`src/rtl/ctsel_pkg.sv`:
```
package ctsel_pkg;

    localparam int ST_W = 3;

    typedef enum logic [2:0] {
        TS_RUNNING         = 3'd0,
        TS_IDLE            = 3'd1,
        TS_SQUASHING       = 3'd2,
        TS_TRAP_WAIT       = 3'd3,
        TS_FETCH_TRAP_WAIT = 3'd4
    } thr_state_e;

    typedef enum logic [1:0] {
        POL_GREEDY = 2'd0,
        POL_ROTATE = 2'd1,
        POL_AGE    = 2'd2,
        POL_RSVD   = 2'd3
    } pol_e;

    typedef enum logic {
        RL_IDLE_HOLD = 1'b0,
        RL_ROTATE    = 1'b1
    } rl_step_e;

    function automatic logic st_eligible(input logic [ST_W-1:0] s);
        return (s == TS_RUNNING) || (s == TS_IDLE) || (s == TS_FETCH_TRAP_WAIT);
    endfunction

endpackage

```
`src/rtl/ctsel_qualify.sv`:
```
module ctsel_qualify
    import ctsel_pkg::*;
#(
    parameter int NUM_THREADS = 4
) (
    input  logic [ST_W*NUM_THREADS-1:0] thr_state,
    input  logic [NUM_THREADS-1:0]      head_ready,
    input  logic [NUM_THREADS-1:0]      rob_empty,
    output logic [NUM_THREADS-1:0]      rot_ok,
    output logic [NUM_THREADS-1:0]      age_ok
);
    for (genvar t = 0; t < NUM_THREADS; t++) begin : g_thr
        logic elig;
        assign elig      = st_eligible(thr_state[t*ST_W +: ST_W]);
        assign rot_ok[t] = elig && head_ready[t];
        assign age_ok[t] = elig && head_ready[t] && !rob_empty[t];
    end
endmodule

```
`src/rtl/ctsel_age.sv`:
```
module ctsel_age #(
    parameter int NUM_THREADS = 4,
    parameter int SEQ_W       = 16,
    parameter int TID_W       = 2
) (
    input  logic [NUM_THREADS-1:0]       age_ok,
    input  logic [SEQ_W*NUM_THREADS-1:0] head_seq,
    output logic                         found,
    output logic [TID_W-1:0]             tid
);
    logic [SEQ_W-1:0] best_seq;

    always_comb begin
        found    = 1'b0;
        tid      = '0;
        best_seq = '0;
        for (int t = 0; t < NUM_THREADS; t++) begin
            if (age_ok[t] && (!found || head_seq[t*SEQ_W +: SEQ_W] < best_seq)) begin
                found    = 1'b1;
                tid      = TID_W'(t);
                best_seq = head_seq[t*SEQ_W +: SEQ_W];
            end
        end
    end
endmodule

```
`src/rtl/ctsel_rotate.sv`:
```
module ctsel_rotate
    import ctsel_pkg::*;
#(
    parameter int NUM_THREADS = 4,
    parameter int TID_W       = 2
) (
    input  logic                   clk,
    input  logic                   rst_n,
    input  logic [NUM_THREADS-1:0] rot_ok,
    input  logic                   take,
    output logic                   found,
    output logic [TID_W-1:0]       tid
);
    logic [TID_W-1:0] order_q [NUM_THREADS];
    logic [TID_W-1:0] order_n [NUM_THREADS];
    logic [TID_W-1:0] pos;
    rl_step_e         step;

    // Walk from the front of the list.
    always_comb begin
        found = 1'b0;
        tid   = '0;
        pos   = '0;
        for (int p = 0; p < NUM_THREADS; p++) begin
            if (!found && rot_ok[order_q[p]]) begin
                found = 1'b1;
                tid   = order_q[p];
                pos   = TID_W'(p);
            end
        end
    end

    assign step = (take && found) ? RL_ROTATE : RL_IDLE_HOLD;

    always_comb begin
        for (int p = 0; p < NUM_THREADS; p++) begin
            order_n[p] = order_q[p];
        end
        unique case (step)
            RL_IDLE_HOLD: ;
            RL_ROTATE: begin
                for (int p = 0; p < NUM_THREADS; p++) begin
                    if (p >= int'(pos)) begin
                        order_n[p] = (p == NUM_THREADS - 1) ? tid
                                   : order_q[(p + 1) % NUM_THREADS];
                    end
                end
            end
        endcase
    end

    always_ff @(posedge clk or negedge rst_n) begin
        if (!rst_n) begin
            for (int p = 0; p < NUM_THREADS; p++) begin
                order_q[p] <= TID_W'(p);
            end
        end else begin
            for (int p = 0; p < NUM_THREADS; p++) begin
                order_q[p] <= order_n[p];
            end
        end
    end
endmodule

```
`src/rtl/commit_thread_sel.sv`:
```
module commit_thread_sel
    import ctsel_pkg::*;
#(
    parameter int NUM_THREADS = 4,
    parameter int SEQ_W       = 16,
    localparam int TID_W      = (NUM_THREADS > 1) ? $clog2(NUM_THREADS) : 1
) (
    input  logic                         clk,
    input  logic                         rst_n,
    input  logic [1:0]                   policy,
    input  logic [ST_W*NUM_THREADS-1:0]  thr_state,
    input  logic [NUM_THREADS-1:0]       head_ready,
    input  logic [NUM_THREADS-1:0]       rob_empty,
    input  logic [SEQ_W*NUM_THREADS-1:0] head_seq,
    input  logic                         advance,
    output logic                         sel_valid,
    output logic [TID_W-1:0]             sel_tid
);
    if (NUM_THREADS == 1) begin : g_single
        assign sel_valid = st_eligible(thr_state[ST_W-1:0]);
        assign sel_tid   = '0;
    end else begin : g_multi
        logic [NUM_THREADS-1:0] rot_ok, age_ok;
        logic                   age_found, rot_found;
        logic [TID_W-1:0]       age_tid, rot_tid;
        pol_e                   pol;

        assign pol = pol_e'(policy);

        ctsel_qualify #(.NUM_THREADS(NUM_THREADS)) u_qual (
            .thr_state (thr_state),
            .head_ready(head_ready),
            .rob_empty (rob_empty),
            .rot_ok    (rot_ok),
            .age_ok    (age_ok)
        );

        ctsel_age #(.NUM_THREADS(NUM_THREADS), .SEQ_W(SEQ_W), .TID_W(TID_W)) u_age (
            .age_ok  (age_ok),
            .head_seq(head_seq),
            .found   (age_found),
            .tid     (age_tid)
        );

        ctsel_rotate #(.NUM_THREADS(NUM_THREADS), .TID_W(TID_W)) u_rot (
            .clk   (clk),
            .rst_n (rst_n),
            .rot_ok(rot_ok),
            .take  (advance && (pol == POL_ROTATE)),
            .found (rot_found),
            .tid   (rot_tid)
        );

        always_comb begin
            sel_valid = 1'b0;
            sel_tid   = '0;
            unique case (pol)
                POL_GREEDY, POL_AGE: begin
                    sel_valid = age_found;
                    sel_tid   = age_found ? age_tid : '0;
                end
                POL_ROTATE: begin
                    sel_valid = rot_found;
                    sel_tid   = rot_found ? rot_tid : '0;
                end
                POL_RSVD: ;
            endcase
        end
    end
endmodule

```
`config.mk`:
```
export PLATFORM = sky130hd
export DESIGN_NAME = commit_thread_sel
export DESIGN_NICKNAME = d
export VERILOG_FILES = /design/src/rtl/ctsel_pkg.sv /design/src/rtl/ctsel_qualify.sv /design/src/rtl/ctsel_age.sv /design/src/rtl/ctsel_rotate.sv /design/src/rtl/commit_thread_sel.sv
export SDC_FILE = /design/constraint.sdc
export NUM_CORES = 1
export LEC_CHECK = 0
export ABC_AREA = 1
export BUFFER_PORTS_ARGS = -buffer_cell sky130_fd_sc_hd__buf_2
export CAP_MARGIN = 15
export CELL_PAD_IN_SITES_DETAIL_PLACEMENT = 0
export CELL_PAD_IN_SITES_GLOBAL_PLACEMENT = 1
export CORE_MARGIN = 8
export CORE_UTILIZATION = 32
export CTS_CLUSTER_DIAMETER = 30
export DETAILED_ROUTE_END_ITERATION = 10
export PLACE_DENSITY = 0.84
export SLEW_MARGIN = 20
export SYNTH_ARGS = -nofsm -noshare
export SYNTH_HDL_FRONTEND = slang
export SYNTH_SLANG_ARGS = --single-unit
```
`constraint.sdc`:
```
create_clock -name clk -period 9.8 [get_ports clk]
set_clock_uncertainty 0.2 [all_clocks]
set_input_delay 1.47 -clock clk [delete_from_list [all_inputs] [get_ports clk]]
set_output_delay 1.47 -clock clk [all_outputs]
set_load 0.02 [all_outputs]
```
* Word-level counts from Yosys, hierarchy flattened
Cells that the tools add are included.
Storage, ports and cells: register bits after elaboration 8, bits of input ports 89, word-level logic and storage cells 104
Cells by class: $lt $le $gt $ge 10, equality and inequality tests 10, muxes and demuxes 34, reduce and logical (&&, ||, !) cells 46
Operators with widths (count):
- 16-bit less-than comparator | 3
- 16-bit 2-to-1 mux | 3
- 2-bit 2-to-1 mux | 10
- 1-bit logical AND | 16
- 1-bit 2-to-1 mux | 15
- 3-bit by 1-bit equality test with 1-bit output, second input constant | 4
- 3-bit equality test, second input constant | 4
- 3-bit zero test | 4
- 2-bit by 3-bit less-than comparator with 1-bit output, second input constant | 4
- 1-bit logical OR | 11
- 1-bit zero test | 10
- 1-bit binary-select mux with 2-bit select | 4
- 2-bit AND reduction | 3
- 1-bit by 2-bit >= comparator with 1-bit output, first input constant | 2
- 2-bit case mux with 2 select lines | 1
- 2-bit by 1-bit equality test with 1-bit output, second input constant | 1
- 2-bit equality test, second input constant | 1
- 2-bit >= comparator, first input constant | 1
- 2-bit zero test | 1
- 1-bit case mux with 2 select lines | 1
- 2-bit OR reduction | 1

* Longest topological paths before layout
depth after elaboration 20, mapped depth 49, mapped depth without buffers 46

* Hierarchy
Synthesis repeated with hierarchy kept, for this count alone.
Second synthesis, totals: cells, all modules 368, area, all modules 2275.9 um^2
Modules (own cells, without submodules):
- ctsel_age | instances 1, cells an instance 243, area each 1461.4 um^2, sequential area each 0.0 um^2
- ctsel_rotate | instances 1, cells an instance 89, area each 635.6 um^2, sequential area each 205.2 um^2
- ctsel_qualify | instances 1, cells an instance 20, area each 110.1 um^2, sequential area each 0.0 um^2
- commit_thread_sel | instances 1, cells an instance 16, area each 68.8 um^2, sequential area each 0.0 um^2

* Least setup slack after synthesis
No wires, ideal clock.
path type input -> output, from in thr_state[1], to out sel_tid[1], arrival 6202 ps, data required time 8130 ps, setup slack 1928 ps, stages on the path 40, cell sequence inv_1 nand2_1 nor2_2 inv_1 nor2_2 clkbuf_1 nand2_1 ha_1 a21oi_1 nand3b_1 a21oi_1 nor4_1 nand2_1 nand2_2 nand2_2 clkbuf_1 nand2_1 o21ai_0 [... 4 more ...] o221a_2 nand2_1 nand2_2 nand2_2 clkbuf_1 nand2_1 o21ai_0 ha_1 a21oi_1 nor2_1 a211oi_1 o221a_2 nand2_1 nand2_1 nand2_1 nand2_1 nand2_1 nand2_1
Between the ends: cells in the longest elaborated chain, start to end 20, elaborated cells between the ends (all ways) 53
Ends and longest elaborated chain:
- start: declaration | RTL line commit_thread_sel.sv:11 | input logic [ST_W*NUM_THREADS-1:0] thr_state,
- 3-bit by 1-bit equality test with 1-bit output / 3-bit zero test (equally long branches) | RTL line ctsel_pkg.sv:26 | return (s == TS_RUNNING) || (s == TS_IDLE) || (s == TS_FETCH_TRAP_WAIT);
- 1-bit logical OR | RTL line ctsel_pkg.sv:26
- 1-bit logical OR * | RTL line ctsel_pkg.sv:26
- 1-bit logical AND * | RTL line ctsel_qualify.sv:15, ctsel_qualify.sv:16
- 1-bit logical AND | RTL line ctsel_qualify.sv:16 | assign age_ok[t] = elig && head_ready[t] && !rob_empty[t];
- 16-bit 2-to-1 mux / 1-bit 2-to-1 mux (equally long branches) | RTL line ctsel_age.sv:18 | if (age_ok[t] && (!found || head_seq[t*SEQ_W +: SEQ_W] < best_seq)) begin
- 16-bit less-than comparator / 1-bit zero test (equally long branches) | RTL line ctsel_age.sv:18
- 1-bit logical OR | RTL line ctsel_age.sv:18
- [... 4 more ...]
- 1-bit logical AND | RTL line ctsel_age.sv:18
- 16-bit 2-to-1 mux / 1-bit 2-to-1 mux (equally long branches) | RTL line ctsel_age.sv:18
- 16-bit less-than comparator / 1-bit zero test (equally long branches) | RTL line ctsel_age.sv:18
- 1-bit logical OR | RTL line ctsel_age.sv:18
- 1-bit logical AND | RTL line ctsel_age.sv:18
- 2-bit 2-to-1 mux / 1-bit 2-to-1 mux (equally long branches) | RTL line ctsel_age.sv:18
- 2-bit 2-to-1 mux | RTL line commit_thread_sel.sv:60 | sel_tid = age_found ? age_tid : '0;
- 2-bit case mux with 2 select lines * | RTL line commit_thread_sel.sv:57 | unique case (pol)
- end: declaration | RTL line commit_thread_sel.sv:17 | output logic [TID_W-1:0] sel_tid
Mark *: on every way between the ends. The rest lies on a longest branch, timed or not. The select of a mux whose other input is x is not followed.

* Worst setup path after layout
Ends and elaborated chain as after synthesis.

==> parameters.txt <==
Parameter                              Value

Pwr
  Sequential share of power    23.5%
  Cell area power density    106.9 nW/µm²
  Worst voltage drop across the vdd grid    0.1079 mV
  Switching portion of total power    46.44%
  Internal power    0.1504 mW
  Net switching power    0.1304 mW
  Clock power frac    14.8%
  Total Power    0.2808 mW
  Share of power burned in combinational logic    61.6%
  Static Leak    1.483 nW

Worst setup path
  Critical path type    input port to primary output
  Cell with the largest stage delay on the worst path    sky130_fd_sc_hd__nor2_2
  Highest net fanout along the worst path    33
  Largest delay share family, worst path    simple AND/OR/NAND/NOR gates
  Data arrival time of the critical path    7.37 ns
  Slack of the worst reg-to-reg path    7.48 ns
  Crit start category    input port
  Category of the worst setup path capture point    primary output
  Count of buffering cells on the critical path with inverters included    4
  Library cell appearing most often on the critical path    sky130_fd_sc_hd__nand2_1
  Slowest stage delay, CP    0.52 ns
  Required arrival time at the worst endpoint    8.13 ns

Detailed routing
  Via density per instance    4.810
  Post-DRT Antenna Nets    0
  Number of design-rule violations left by the first detailed-router iteration    111
  Router iterations before antenna repair    4
  Total Routed Length    6.463 mm
  Routed length per placed instance    12.65 µm
  Via Count    2,458
  DRC violations left    0

Worst hold path
  Class of the most critical hold timing path    register to register

Yosys
  Cell type contributing the most total cell area after synthesis    sky130_fd_sc_hd__ha_1
  Per-instance average area after synthesis    5.941 µm²
  Synthesized netlist cell count    346
  Top post-synthesis cells by area    sky130_fd_sc_hd__ha_1 27%, sky130_fd_sc_hd__nand2_1 23%, sky130_fd_sc_hd__o21ai_0 8.5%
  Top cell type's share of synthesized area    27.39%
  Total nets after synthesis    480
  Count of cell types in the netlist    24
  Number of synthesized flops with an enable pin    0
  Area of the mapped netlist    2056 µm²
  Number of synthesized register bits    8
  Share of synthesized area occupied by flip-flops and latches    9.982%
  Share of synthesized registers carrying an async set or reset    100.0%
  Top FF cell, synth    sky130_fd_sc_hd__dfstp_2
  Synth Warn #    0

STA
  Endpoints failing setup    0
  Fin crit period    9.036 ns
  Final worst-path setup slack    0.7639 ns
  Unrepaired setup endpoints after global routing    false
  Setup TNS    0 ns
  Count of endpoints failing hold in the final timing report    0
  Number of max-slew violations in the final report    0
  Final hold slack    0.2881 ns
  Period utilisation layout    92.20%
  Relative slew margins    57.19%
  Highest clock rate    110.7 MHz
  Least-Margin Pin Slew    0.6415 ns

GRT
  Total gr overflow    0
  Pin count of the biggest net entering global routing    34
  Via count of the first global-routing pass    2,559
  Aggregate global-route resource usage    14.24%
  Antenna violations before repair    0
  Wire length of the first global-routing pass    10.61 mm

Floorplan
  Number of ports placed on the die boundary    92
  Die H    96.15 µm
  Placeable core area    6277 µm²
  Area of the die    9245 µm²
  Floorplan row count    29
  Starting density of the core    32.75%
  Die boundary width    96.15 µm

Outcome
  Outcome    complete, no violations

Cells and area
  Biggest regs    g_multi.u_rot.order_q: 8 flops
  Most flops, register    g_multi.u_rot.order_q
  Most used cells in the layout excluding fill and tap cells    126 x sky130_fd_sc_hd__nand2_1, 91 x sky130_fd_sc_hd__buf_2, 45 x sky130_fd_sc_hd__ha_1
  Layout Cells excl Fill    511
  NumNets Final    569
  Number of diodes added for antenna fixing    0
  Most common cell after layout, fill and taps aside    sky130_fd_sc_hd__nand2_1
  Synth-to-Final Area Change    27.75%
  Layout cell share with drive strength beyond 1    26.27%
  Layout Cell Area excl Fill    2626 µm²
  Number of flip-flops under the largest register name    8
  End-of-flow core utilization    41.84%

Place
  Area of placed instances    2581 µm²
  Pre-CTS worst setup slack    0.6833 ns
  Estimated wirelength of the detail-placed design    5.903 mm
  Placed cells    507
  Count of buffers from port buffering    91
  Gpl congestion    0.9141

Clock network
  TritonCTS Buffers    3
  H-Tree Depth    1
  Root cell of the clock tree    sky130_fd_sc_hd__clkbuf_8
  Count of cells resized by post-cts repair    0
  Setup fix buffers added after clock tree synthesis    0
  Total clock sinks    8
  Clk pin slew, worst setup/hold paths    0.04 ns
  CTS tree    built
  Insertion delay to the later sink of the worst-skew pair    0.23 ns
  Hold-fix buffers, CTS    0
  Worst-case clock buffer depth    2

Run
  Max Cap Viol    0
Yosys cell counts, drive strengths merged, types with 4 or more instances:
library cell,instances
nand2,131
ha,45
o21ai,45
inv,30
nor2,27
a21oi,24
clkbuf,7
nand3,7
nand4,6
a211oi,5
dfrtp,4
dfstp,4
final timing paths:
check | startpoint | end | cells past startpoint
worst max register to register | g_multi.u_rot.order_q[6]$_DFFE_PN0P_ | g_multi.u_rot.order_q[7]$_DFFE_PN0P_ | 12
worst max-delay path | thr_state[1] | sel_tid[1] | 37
worst min-delay path | g_multi.u_rot.order_q[3]$_DFFE_PN1P_ | g_multi.u_rot.order_q[3]$_DFFE_PN1P_ | 2
worst min register to register | g_multi.u_rot.order_q[3]$_DFFE_PN1P_ | g_multi.u_rot.order_q[3]$_DFFE_PN1P_ | 2
max in group asynchronous | rst_n | g_multi.u_rot.order_q[1]$_DFFE_PN1P_ | 1
min in group asynchronous | rst_n | g_multi.u_rot.order_q[5]$_DFFE_PN0P_ | 1
cell families after synthesis:
group | after synthesis | synth area share [%]
buffers and inverters | 37 | 6.756
DFF | 8 | 9.982
AOI/OAI and AO/OA | 80 | 21.18
adders and majority gates | 45 | 27.39
and+or+nand+nor | 176 | 34.69
final cells by class:
type                    count  area, µm²
clock buffers               4      45.04
multi-input cells         301       1712
fillers                   705       3651
well taps                  77      96.34
inverters                  30      112.6
flip-flops and latches      8      205.2
repair buffers             91      455.4
worst reg2reg max path: cells and delay by family, from the launching register on:
family,cells,cell delay (ns)
compound gates,4,0.51
buf+inv,2,0.17
flops,1,0.38
simple gates,6,0.99
per-layer routing:
metal | global-route usage [%] | vias to the layer above | wire (µm) | share of wire [%]
met2 | 27.24 | 43 | 3388 | 52
met3 | 1.404 | 8 | 252 | 3.9
met4 | 5.762 | 0 | 125 | 1.9
met5 | 0 | - | 0 | 0
li1 | - | 1352 | - | -
met1 | 15.49 | 1055 | 2696 | 42
power groups by stage:
stage	combinational [mW]	clock, mW	sequential (mW)
6_report	0.173	0.0417	0.0660
2_1_floorplan	0.122	0	0.0626
4_1_cts	0.174	0.0431	0.0659
3_5_place_dp	0.174	0	0.0663
3_3_place_gp	0.172	0	0.0666
5_1_grt	0.202	0.0447	0.0691
No activity file was read; power rests on OpenSTA's default activity.
